<file path="config.mk">
export PLATFORM = sky130hd
export DESIGN_NAME = alu_trap_unit
export DESIGN_NICKNAME = d
export VERILOG_FILES = /design/src/rtl/alu_trap_pkg.sv /design/src/rtl/alu_trap_rst_sync.sv /design/src/rtl/alu_trap_decode.sv /design/src/rtl/alu_trap_addsub.sv /design/src/rtl/alu_trap_cmp.sv /design/src/rtl/alu_trap_unit.sv
export SDC_FILE = /design/constraint.sdc
export NUM_CORES = 1
export LEC_CHECK = 0
export ABC_AREA = 1
export ABC_CLOCK_PERIOD_IN_PS = 2300
export BUFFER_PORTS_ARGS = -buffer_cell sky130_fd_sc_hd__buf_2
export CORE_MARGIN = 1.5
export CORE_UTILIZATION = 59
export CTS_CLUSTER_DIAMETER = 100
export DETAILED_ROUTE_END_ITERATION = 16
export PLACE_DENSITY = 0.94
export SLEW_MARGIN = 20
export SYNTH_ARGS = -nofsm -noshare
export SYNTH_HDL_FRONTEND = slang
export SYNTH_HIERARCHICAL = 1
export SYNTH_SLANG_ARGS = --single-unit
</file>
<file path="constraint.sdc">
create_clock -name clk -period 2.3 [get_ports clk]
set_input_delay 0.115 -clock clk [delete_from_list [all_inputs] [get_ports clk]]
set_output_delay 0.115 -clock clk [all_outputs]
set_load 0.01 [all_outputs]
</file>
<file path="src/rtl/alu_trap_pkg.sv">
package alu_trap_pkg;

  localparam int OP_W    = 4;
  localparam int CAUSE_W = 2;

  typedef enum logic [OP_W-1:0] {
    OP_ADD  = 4'd0,
    OP_ADDU = 4'd1,
    OP_SUB  = 4'd2,
    OP_SUBU = 4'd3,
    OP_TGE  = 4'd4,
    OP_TGEU = 4'd5,
    OP_TLT  = 4'd6,
    OP_TLTU = 4'd7,
    OP_TEQ  = 4'd8,
    OP_TNE  = 4'd9
  } alu_op_e;

  localparam logic [OP_W-1:0] OP_LAST = 4'd9;

  typedef enum logic [CAUSE_W-1:0] {
    CAUSE_NONE = 2'b00,
    CAUSE_OVF  = 2'b01,
    CAUSE_TRAP = 2'b10
  } cause_e;

  typedef enum logic [2:0] {
    COND_GE_S = 3'd0,
    COND_GE_U = 3'd1,
    COND_LT_S = 3'd2,
    COND_LT_U = 3'd3,
    COND_EQ   = 3'd4,
    COND_NE   = 3'd5
  } trap_cond_e;

  typedef struct packed {
    logic       sub;
    logic       chk_ovf;
    logic       is_trap;
    trap_cond_e cond;
    logic       bad;
  } alu_ctrl_t;

endpackage

</file>
<file path="src/rtl/alu_trap_rst_sync.sv">
module alu_trap_rst_sync #(
  parameter int STAGES = 2
) (
  input  logic clk,
  input  logic rst_n,
  output logic rst_sync_n
);

  logic [STAGES-1:0] chain_q;
  logic [STAGES-1:0] chain_d;

  always_comb begin
    chain_d = {chain_q[STAGES-2:0], 1'b1};
  end

  always_ff @(posedge clk or negedge rst_n) begin
    if (!rst_n) begin
      chain_q <= '0;
    end else begin
      chain_q <= chain_d;
    end
  end

  assign rst_sync_n = chain_q[STAGES-1];

endmodule

</file>
<file path="src/rtl/alu_trap_decode.sv">
module alu_trap_decode
  import alu_trap_pkg::*;
(
  input  logic [OP_W-1:0] op,
  output alu_ctrl_t       ctrl
);

  always_comb begin
    ctrl.sub     = 1'b1;
    ctrl.chk_ovf = 1'b0;
    ctrl.is_trap = 1'b0;
    ctrl.cond    = COND_EQ;
    ctrl.bad     = 1'b0;
    unique case (op)
      OP_ADD: begin
        ctrl.sub     = 1'b0;
        ctrl.chk_ovf = 1'b1;
      end
      OP_ADDU: begin
        ctrl.sub = 1'b0;
      end
      OP_SUB: begin
        ctrl.chk_ovf = 1'b1;
      end
      OP_SUBU: begin
        ctrl.chk_ovf = 1'b0;
      end
      OP_TGE: begin
        ctrl.is_trap = 1'b1;
        ctrl.cond    = COND_GE_S;
      end
      OP_TGEU: begin
        ctrl.is_trap = 1'b1;
        ctrl.cond    = COND_GE_U;
      end
      OP_TLT: begin
        ctrl.is_trap = 1'b1;
        ctrl.cond    = COND_LT_S;
      end
      OP_TLTU: begin
        ctrl.is_trap = 1'b1;
        ctrl.cond    = COND_LT_U;
      end
      OP_TEQ: begin
        ctrl.is_trap = 1'b1;
        ctrl.cond    = COND_EQ;
      end
      OP_TNE: begin
        ctrl.is_trap = 1'b1;
        ctrl.cond    = COND_NE;
      end
      default: begin
        ctrl.bad = 1'b1;
      end
    endcase
  end

endmodule

</file>
<file path="src/rtl/alu_trap_addsub.sv">
module alu_trap_addsub #(
  parameter int WIDTH = 32
) (
  input  logic [WIDTH-1:0] a,
  input  logic [WIDTH-1:0] b,
  input  logic             sub,
  output logic [WIDTH-1:0] sum,
  output logic             carry_out,
  output logic             ovf
);

  localparam int MSB = WIDTH - 1;

  logic [WIDTH-1:0] b_eff;
  logic [WIDTH:0]   wide;

  always_comb begin
    b_eff     = sub ? ~b : b;
    wide      = {1'b0, a} + {1'b0, b_eff} + {{WIDTH{1'b0}}, sub};
    sum       = wide[WIDTH-1:0];
    carry_out = wide[WIDTH];
    // Signed overflow: operands (after inversion for subtract) agree in sign
    // and the produced sign disagrees with the first operand.
    ovf       = ~(a[MSB] ^ b_eff[MSB]) & (sum[MSB] ^ a[MSB]);
  end

endmodule

</file>
<file path="src/rtl/alu_trap_cmp.sv">
module alu_trap_cmp #(
  parameter int WIDTH        = 32,
  parameter bit EQ_FROM_DIFF = 1'b1
) (
  input  logic [WIDTH-1:0] a,
  input  logic [WIDTH-1:0] b,
  input  logic [WIDTH-1:0] diff,
  input  logic             carry_out,
  input  logic             ovf,
  output logic             eq,
  output logic             lt_s,
  output logic             lt_u
);

  localparam int MSB = WIDTH - 1;

  generate
    if (EQ_FROM_DIFF) begin : g_eq_diff
      // Zero-detect on the shared subtractor's difference.
      assign eq = (diff == '0);
    end else begin : g_eq_xor
      // Independent XOR tree, shorter than the carry chain.
      logic [WIDTH-1:0] mism;
      assign mism = a ^ b;
      assign eq   = ~|mism;
    end
  endgenerate

  always_comb begin
    lt_s = diff[MSB] ^ ovf;
    lt_u = ~carry_out;
  end

endmodule

</file>
<file path="src/rtl/alu_trap_unit.sv">
module alu_trap_unit
  import alu_trap_pkg::*;
#(
  parameter int WIDTH        = 32,
  parameter int SYNC_STAGES  = 2,
  parameter bit EQ_FROM_DIFF = 1'b1
) (
  input  logic                clk,
  input  logic                rst_n,
  input  logic                in_valid,
  input  logic [OP_W-1:0]     op,
  input  logic [WIDTH-1:0]    opnd_s,
  input  logic [WIDTH-1:0]    opnd_t,
  output logic                out_valid,
  output logic [WIDTH-1:0]    result,
  output logic [CAUSE_W-1:0]  cause,
  output logic                op_err
);

  logic             rst_int_n;
  alu_ctrl_t        ctrl;
  logic [WIDTH-1:0] sum;
  logic             carry_out;
  logic             ovf;
  logic             eq;
  logic             lt_s;
  logic             lt_u;
  logic             trap_hit;

  logic               vld_d,   vld_q;
  logic [WIDTH-1:0]   res_d,   res_q;
  logic [CAUSE_W-1:0] cause_d, cause_q;
  logic               err_d,   err_q;
  logic               res_en;

  alu_trap_rst_sync #(
    .STAGES (SYNC_STAGES)
  ) i_rst_sync (
    .clk        (clk),
    .rst_n      (rst_n),
    .rst_sync_n (rst_int_n)
  );

  alu_trap_decode i_decode (
    .op   (op),
    .ctrl (ctrl)
  );

  alu_trap_addsub #(
    .WIDTH (WIDTH)
  ) i_addsub (
    .a         (opnd_s),
    .b         (opnd_t),
    .sub       (ctrl.sub),
    .sum       (sum),
    .carry_out (carry_out),
    .ovf       (ovf)
  );

  alu_trap_cmp #(
    .WIDTH        (WIDTH),
    .EQ_FROM_DIFF (EQ_FROM_DIFF)
  ) i_cmp (
    .a         (opnd_s),
    .b         (opnd_t),
    .diff      (sum),
    .carry_out (carry_out),
    .ovf       (ovf),
    .eq        (eq),
    .lt_s      (lt_s),
    .lt_u      (lt_u)
  );

  always_comb begin
    unique case (ctrl.cond)
      COND_GE_S: trap_hit = ~lt_s;
      COND_GE_U: trap_hit = ~lt_u;
      COND_LT_S: trap_hit = lt_s;
      COND_LT_U: trap_hit = lt_u;
      COND_EQ:   trap_hit = eq;
      COND_NE:   trap_hit = ~eq;
      default:   trap_hit = 1'b0;
    endcase
  end

  // Next-state logic
  always_comb begin
    res_en  = in_valid;
    vld_d   = in_valid;
    res_d   = res_q;
    cause_d = CAUSE_NONE;
    err_d   = 1'b0;
    if (in_valid) begin
      if (ctrl.bad) begin
        res_d = '0;
        err_d = 1'b1;
      end else if (ctrl.is_trap) begin
        res_d = '0;
        if (trap_hit) begin
          cause_d = CAUSE_TRAP;
        end
      end else begin
        res_d = sum;
        if (ctrl.chk_ovf && ovf) begin
          cause_d = CAUSE_OVF;
        end
      end
    end
  end

  // Registers
  always_ff @(posedge clk or negedge rst_int_n) begin
    if (!rst_int_n) begin
      vld_q   <= 1'b0;
      cause_q <= CAUSE_NONE;
      err_q   <= 1'b0;
    end else begin
      vld_q   <= vld_d;
      cause_q <= cause_d;
      err_q   <= err_d;
    end
  end

  always_ff @(posedge clk or negedge rst_int_n) begin
    if (!rst_int_n) begin
      res_q <= '0;
    end else if (res_en) begin
      res_q <= res_d;
    end
  end

  assign out_valid = vld_q;
  assign result    = res_q;
  assign cause     = cause_q;
  assign op_err    = err_q;

endmodule

</file>
==> results of run 1 <==
## cell families after synthesis
logic type | count (synthesis) | share of synthesized area (%)
DFF | 38 | 21.9
buffers and inverters | 107 | 10.5
xor gates and xnor gates | 53 | 10.7
AOI/OAI and AO/OA | 95 | 17.1
other | 1 | 0.0864
adders and majority gates | 32 | 9.39
and+or+nand+nor | 315 | 30.3
## per-stage QoR
step,utilization (%),setup WS [ns],std cells,TNS (ns),area (um^2)
2_1_floorplan,-,-0.289,641,-0.289,4440
3_3_place_gp,80.7,-0.756,941,-5.73,5790
3_5_place_dp,80.7,-1.01,941,-10.92,5790
4_1_cts,90.0,-0.603,974,-0.961,6450
## repair_timing
action                     4_1_cts
resized for setup               70
setup endpoints to repair       24
buffers inserted                21
hold buffers                     1
cloned                           3
hold endpoints to repair         2
pin swaps                       42
==> flow_summary.ini, run 1 <==
[yosys]
ys_warn_count = 6
synth_edf_count = 0
yosys-top-cells-area = dfrtp_1, nand2_1, xor2_1
synth_commonest_cells = nand2_1, inv_1, nor2_1, xor2_1, dfrtp_1
syn-num-nets = 744
netlist_area_mm2 = 0.00434
syn_area_per_cell_um2 = 6.77
synth.most_common_cell = nand2_1
synth.distinct_cells = 33
async_flop_share_pct = 100
yosysTopAreaCell = dfrtp_1
ys_seq_area_share_pct = 21.9
netlist_instances = 641
ys_ff_latch = 38
synth_top_area_share_pct = 21.9
synth_flop_cell = dfrtp_1

[floorplanning]
row_count = 31
die_w_um = 88.8
initial_core_util_pct = 60.5
fp.dieH_um = 88.8
ioPinCount = 107

[clock_network]
cts_root_buf = clkbuf_8
htreeDepth = 2
cts_sinks = 38
clock_path_buffers = 2
cts_made_buffers = 5

[placement]
portBuffers = 106
gp_congestion = 0.970
dp_hpwl_mm = 11.6

[status]
haltStage = global routing
stop_error = [ERROR DPL-0038] Utilization greater than 100%, impossible to legalize
status = did not finish

[timing]
worstEpCategory = register data pin
grt-worst-endpoint = cause[1]$_DFF_PN0_/D

[grt]
grt_start_max_net_pins = 37
==> run 2, diff against run 1 <==
- CORE_UTILIZATION: 59 -> 40
- CTS_CLUSTER_DIAMETER: 100 -> unset
- PLACE_DENSITY: 0.94 -> unset
- PLACE_DENSITY_LB_ADDON: unset -> 0.15
==> flow_summary.ini, run 2 <==
[status]
status = complete, but fails checks
violations = setup timing

[yosys]
yosys-top-cells-area = dfrtp_1, nand2_1, xor2_1
netlist_instances = 641
async_flop_share_pct = 100
synth.most_common_cell = nand2_1
synth_edf_count = 0
syn_area_per_cell_um2 = 6.77
syn-num-nets = 744
synth_flop_cell = dfrtp_1
ys_ff_latch = 38
synth_top_area_share_pct = 21.9
netlist_area_mm2 = 0.00434
synth_commonest_cells = nand2_1, inv_1, nor2_1, xor2_1, dfrtp_1
ys_warn_count = 6
yosysTopAreaCell = dfrtp_1
ys_seq_area_share_pct = 21.9
synth.distinct_cells = 33

[grt]
grt_pass1_wl_mm = 22.7
grt_start_max_net_pins = 37
antenna_found_initial = 0
track_usage_pct = 24.7
overflow = 0
first_global_vias = 4938

[critical_path]
slowest_stage = ha_1
crit_path_start_kind = input port
worstSetupPathType = in -> reg
critPathMaxStageDelay_ns = 0.35
cp_common_cell = nor2_2
reg2reg_from = result[12]$_DFFE_PN0P_
crit_buf_inv = 7
critPathArrivalTime_ns = 2.99
crit_required_ns = 2.48
endpoint_kind = flop
ff2ff_setup_slack_ns = 1.61
critical-path-top-delay-family = simple AND/OR/NAND/NOR gates
r2r_cells = 2
r2r_end = result[12]$_DFFE_PN0P_
crit_fanout = 6

[timing]
setup_viol = 8
post-route-period-util_pct = 122
fin_setup_tns_ns = -1.60
drv_slew = 0
rsz0062_at_grt = true
slew_headroom_pct = 57.2
timing.final.crit_period_ns = 2.80
tightestPinTransition_ns = 0.641
hold_violations = 0
fin_worst_skew_ns = 0.00788
setup_ws_ns = -0.503
fmax_ghz = 0.357

[layout]
layout.cells.non_filler = 1049
fillers = 849
layout_common_cells = buf_4, nand2_1, buf_2
design_area_mm2 = 0.00739
final_nets = 1016
layout_commonest_cell = buf_4
drive_gt1_share_pct = 56.5
largest_register_ffs = 32
syn_to_final_growth_pct = 70.2
n_antenna_cell = 0

[clock_network]
cts_sinks = 38
worstSkewPairLatency_ns = 0.29
cts_root_buf = clkbuf_8
clock_path_buffers = 2
clkTransAtPathRegs_ns = 0.07
cts_made_buffers = 5
cts_tree = built
htreeDepth = 2

[placement]
place_area_mm2 = 0.00598
portBuffers = 106
gp_congestion = 0.907
dp_cells = 997
dp_hpwl_mm = 10.8

[power_and_ir_drop]
p_per_area_mw_per_mm2 = 546
intPower_w = 0.00240
vdd_drop_max_v = 0.000467
p_total_w = 0.00404
p_leak_nw = 3.71
seq_power_share_pct = 19.7
switching_power_w = 0.00164
swShare_pct = 40.5
p_clk_share_pct = 14.3
p_comb_share_pct = 66.0

[routing]
drt-vias-per-instance = 4.92
wirelength_mm = 15.1
wl_per_cell_um = 14.4
final_antenna_net_count = 0
drcViolationCount = 0
drt_first_pass_iters = 4
drtIter0Drc = 203
num_vias = 5163

[floorplanning]
die_w_um = 107
row_count = 37
fp.dieH_um = 107
ioPinCount = 107
dieArea_mm2 = 0.0115
core-area_mm2 = 0.0104
initial_core_util_pct = 41.7

[min_path]
min_path_type = in -> async

[job]
maxCapViolCount = 0
[run 2: cell counts after synthesis]
No cell type changed its count.
[run 2: area by class of cell]
type | instances | area (um^2) | area share [%]
timing repair buffer | 279 | 1990 | 27.0
multi-input combinational | 496 | 3790 | 51.3
clock buffer | 6 | 82.6 | 1.12
tap | 136 | 170 | 2.30
inverter | 93 | 377 | 5.10
sequential | 38 | 951 | 12.9
clock inverter | 1 | 30.0 | 0.406
[run 2: worst register-to-register path, cell delays in order, from the launching register on]
cell and delay [ns]:
dfrtp_1 0.40, inv_1 0.08, o22ai_2 0.07
[run 2: what timing repair did]
item	CTS	global route
buffers inserted	25	22
pin swaps	50	105
endpoints found under the hold margin	2	0
setup endpoints to repair	14	25
hold buffers	1	0
resized for setup	97	156
gates cloned	2	0
[run 2: power by group through the flow]
| stage | sequential [W] | clock, W | combinational [W] |
|---|---|---|---|
| 6_report | 0.000797 | 0.000576 | 0.00266 |
| 3_3_place_gp | 0.000807 | 0 | 0.00197 |
| 2_1_floorplan | 0.000854 | 0 | 0.00101 |
| 5_1_grt | 0.000807 | 0.000614 | 0.00286 |
| 4_1_cts | 0.000798 | 0.000588 | 0.00222 |
| 3_5_place_dp | 0.000810 | 0 | 0.00198 |
[run 2: logic make-up after synthesis]
logic type	synth area share, %
xor gates and xnor gates	10.7
buffers and inverters	10.5
AOI/OAI and AO/OA	17.1
adders and majority gates	9.39
other	0.0864
DFF	21.9
and+or+nand+nor	30.3
[run 2: metal layers]
metal	routed length [um]	vias to the layer above	GRT usage (%)
li1	-	2569	-
met3	555	25	1.34
met2	7560	129	42.8
met1	6630	2440	33.3
met4	359	0	6.48
met5	0	-	0
[run 2: stage by stage]
step / hold WS (ns) / util, % / setup slack [ns]
2_1_floorplan: -0.181 / - / -0.289
3_3_place_gp: -0.101 / 57.4 / -0.899
3_5_place_dp: -0.0973 / 57.4 / -0.897
4_1_cts: 0.102 / 64.1 / -0.501
5_1_grt: 0.120 / 70.9 / -0.683
6_report: 0.120 / 70.9 / -0.503
[run 2: how the worst max path moves through the flow]
stage                     start                 end  slack, ns  cells after the start
after floorplan           op[1]  cause[1]$_DFF_PN0_      -0.29                     25
final                     op[1]  cause[1]$_DFF_PN0_      -0.50                     27
after global placement    op[1]  cause[1]$_DFF_PN0_      -0.90                     25
after CTS                 op[2]  cause[1]$_DFF_PN0_      -0.50                     27
after detailed placement  op[1]  cause[1]$_DFF_PN0_      -0.90                     21
after global routing      op[1]  cause[1]$_DFF_PN0_      -0.68                     27
(Power assumes the default switching activity.)
==> run 3, diff against run 2 <==
- HOLD_SLACK_MARGIN: unset -> 0.15
- PLACE_DENSITY: unset -> 0.64
- PLACE_DENSITY_LB_ADDON: 0.15 -> unset
==> flow_summary.ini, run 3 (synthesized netlist as in run 2, its figures left out) <==
[status]
status = complete, but fails checks
violations = setup timing

[clock_network]
cts_made_buffers = 5
cts_tree = built
htreeDepth = 2
worstSkewPairLatency_ns = 0.29
clock_path_buffers = 2
clkTransAtPathRegs_ns = 0.08
cts_root_buf = clkbuf_8
cts_sinks = 38

[floorplanning]
fp.dieH_um = 107
die_w_um = 107
row_count = 37
dieArea_mm2 = 0.0115
ioPinCount = 107
core-area_mm2 = 0.0104
initial_core_util_pct = 41.7

[min_path]
hold_start = op[2]
min_path_type = in -> reg
whs_endpoint = cause[0]$_DFF_PN0_
min_path_cells = 5

[routing]
drt-vias-per-instance = 4.98
drtIter0Drc = 180
wl_per_cell_um = 14.5
wirelength_mm = 15.1
drcViolationCount = 0
final_antenna_net_count = 0
num_vias = 5191
drt_first_pass_iters = 6

[power_and_ir_drop]
p_leak_nw = 3.62
p_total_w = 0.00385
vdd_drop_max_v = 0.000355
p_per_area_mw_per_mm2 = 525

[grt]
overflow = 0
antenna_found_initial = 0
track_usage_pct = 23.9
grt_start_max_net_pins = 37
grt_pass1_wl_mm = 22.1
first_global_vias = 4926

[layout]
n_antenna_cell = 0
fillers = 814
layout_commonest_cell = buf_4
syn_to_final_growth_pct = 68.9
drive_gt1_share_pct = 55.1
largest_register_ffs = 32
layout_common_cells = buf_4, nand2_1, buf_2
final_nets = 1008

[critical_path]
worstSetupPathType = in -> reg
crit_path_start_kind = input port
cp_common_cell = nand2_1
reg2reg_from = result[11]$_DFFE_PN0P_
r2r_cells = 2
critPathMaxStageDelay_ns = 0.35
endpoint_kind = flop
slowest_stage = ha_1
crit_start = op[1]
crit_required_ns = 2.49
crit_buf_inv = 7
ff2ff_setup_slack_ns = 1.61
critPathArrivalTime_ns = 3.02
critical-path-top-delay-family = simple AND/OR/NAND/NOR gates
r2r_end = result[11]$_DFFE_PN0P_
crit_fanout = 5

[timing]
rsz0062_at_grt = true
setup_ws_ns = -0.532
slew_headroom_pct = 58.7
tightestPinTransition_ns = 0.619
fmax_ghz = 0.353
post-route-period-util_pct = 123
fin_worst_skew_ns = 0.00865
drv_slew = 0
fin_setup_tns_ns = -1.59
setup_viol = 13
hold_violations = 0
timing.final.crit_period_ns = 2.83

[placement]
gp_congestion = 0.903
place_ws_ns = -1.03
dp_hpwl_mm = 10.5
portBuffers = 106

[job]
maxCapViolCount = 0
==> run 3: changes by cell type in the layout (fill, tap and decap cells not counted), moves of 5 or more <==
| cell | delta |
|---|---|
| buf_6 | -10 |
| nand2_1 | +6 |
| nand2_2 | +5 |
| nand2_4 | -11 |
| xor2_1 | -7 |
| xor2_2 | +8 |
==> run 3: routing by layer <==
| metal | vias to the layer above | share of wire [%] | global-route usage (%) | wire, um |
|---|---|---|---|---|
| li1 | 2548 | - | - | - |
| met1 | 2443 | 43 | 30.4 | 6480 |
| met2 | 165 | 51 | 42.9 | 7640 |
| met3 | 35 | 3.9 | 1.58 | 588 |
| met4 | 0 | 2.6 | 7.24 | 393 |
| met5 | - | 0 | 0 | 0 |
==> run 3: worst max path at each step <==
stage	to	depth (start not counted)
2_1_floorplan	cause[1]$_DFF_PN0_	25
3_3_place_gp	cause[1]$_DFF_PN0_	26
3_5_place_dp	cause[1]$_DFF_PN0_	26
4_1_cts	cause[1]$_DFF_PN0_	26
5_1_grt	cause[1]$_DFF_PN0_	25
6_report	cause[1]$_DFF_PN0_	25
==> run 3: per-stage QoR <==
stage / util, % / instances / hold slack, ns / instance area [um^2]
2_1_floorplan: - / 641 / -0.181 / 4440
3_3_place_gp: 56.6 / 986 / -0.100 / 5900
3_5_place_dp: 56.6 / 986 / -0.0964 / 5900
4_1_cts: 62.8 / 1020 / 0.210 / 6550
5_1_grt: 70.4 / 1042 / 0.227 / 7330
6_report: 70.4 / 1042 / 0.219 / 7330
==> run 3: layout make-up <==
type	count	area [um^2]	area share, %
multi-input combinational	496	3780	51.5
timing repair buffer	271	1970	26.8
sequential	38	951	13.0
inverter	93	377	5.14
tap	136	170	2.32
clock buffer	7	86.3	1.18
clock inverter	1	5.00	0.0683
==> run 3: power by group <==
group	switching (W)	leakage, nW	total (W)	internal [W]
clock	0.000231	0.0482	0.000473	0.000242
combinational	0.00133	3.07	0.00258	0.00126
sequential	0.0000457	0.503	0.000797	0.000752
==> run 3: tightest hold or removal path: cells and delay by family <==
kind | cells | cell delay (ns)
buf+inv | 2 | 0.20
simple gates | 3 | 0.16
==> run 3: repair_timing <==
action,CTS,global route
buffers inserted,21,25
gates cloned,3,0
setup endpoints to repair,20,25
hold buffers,4,0
endpoints found under the hold margin,4,0
pin swaps,60,91
resized for setup,82,146
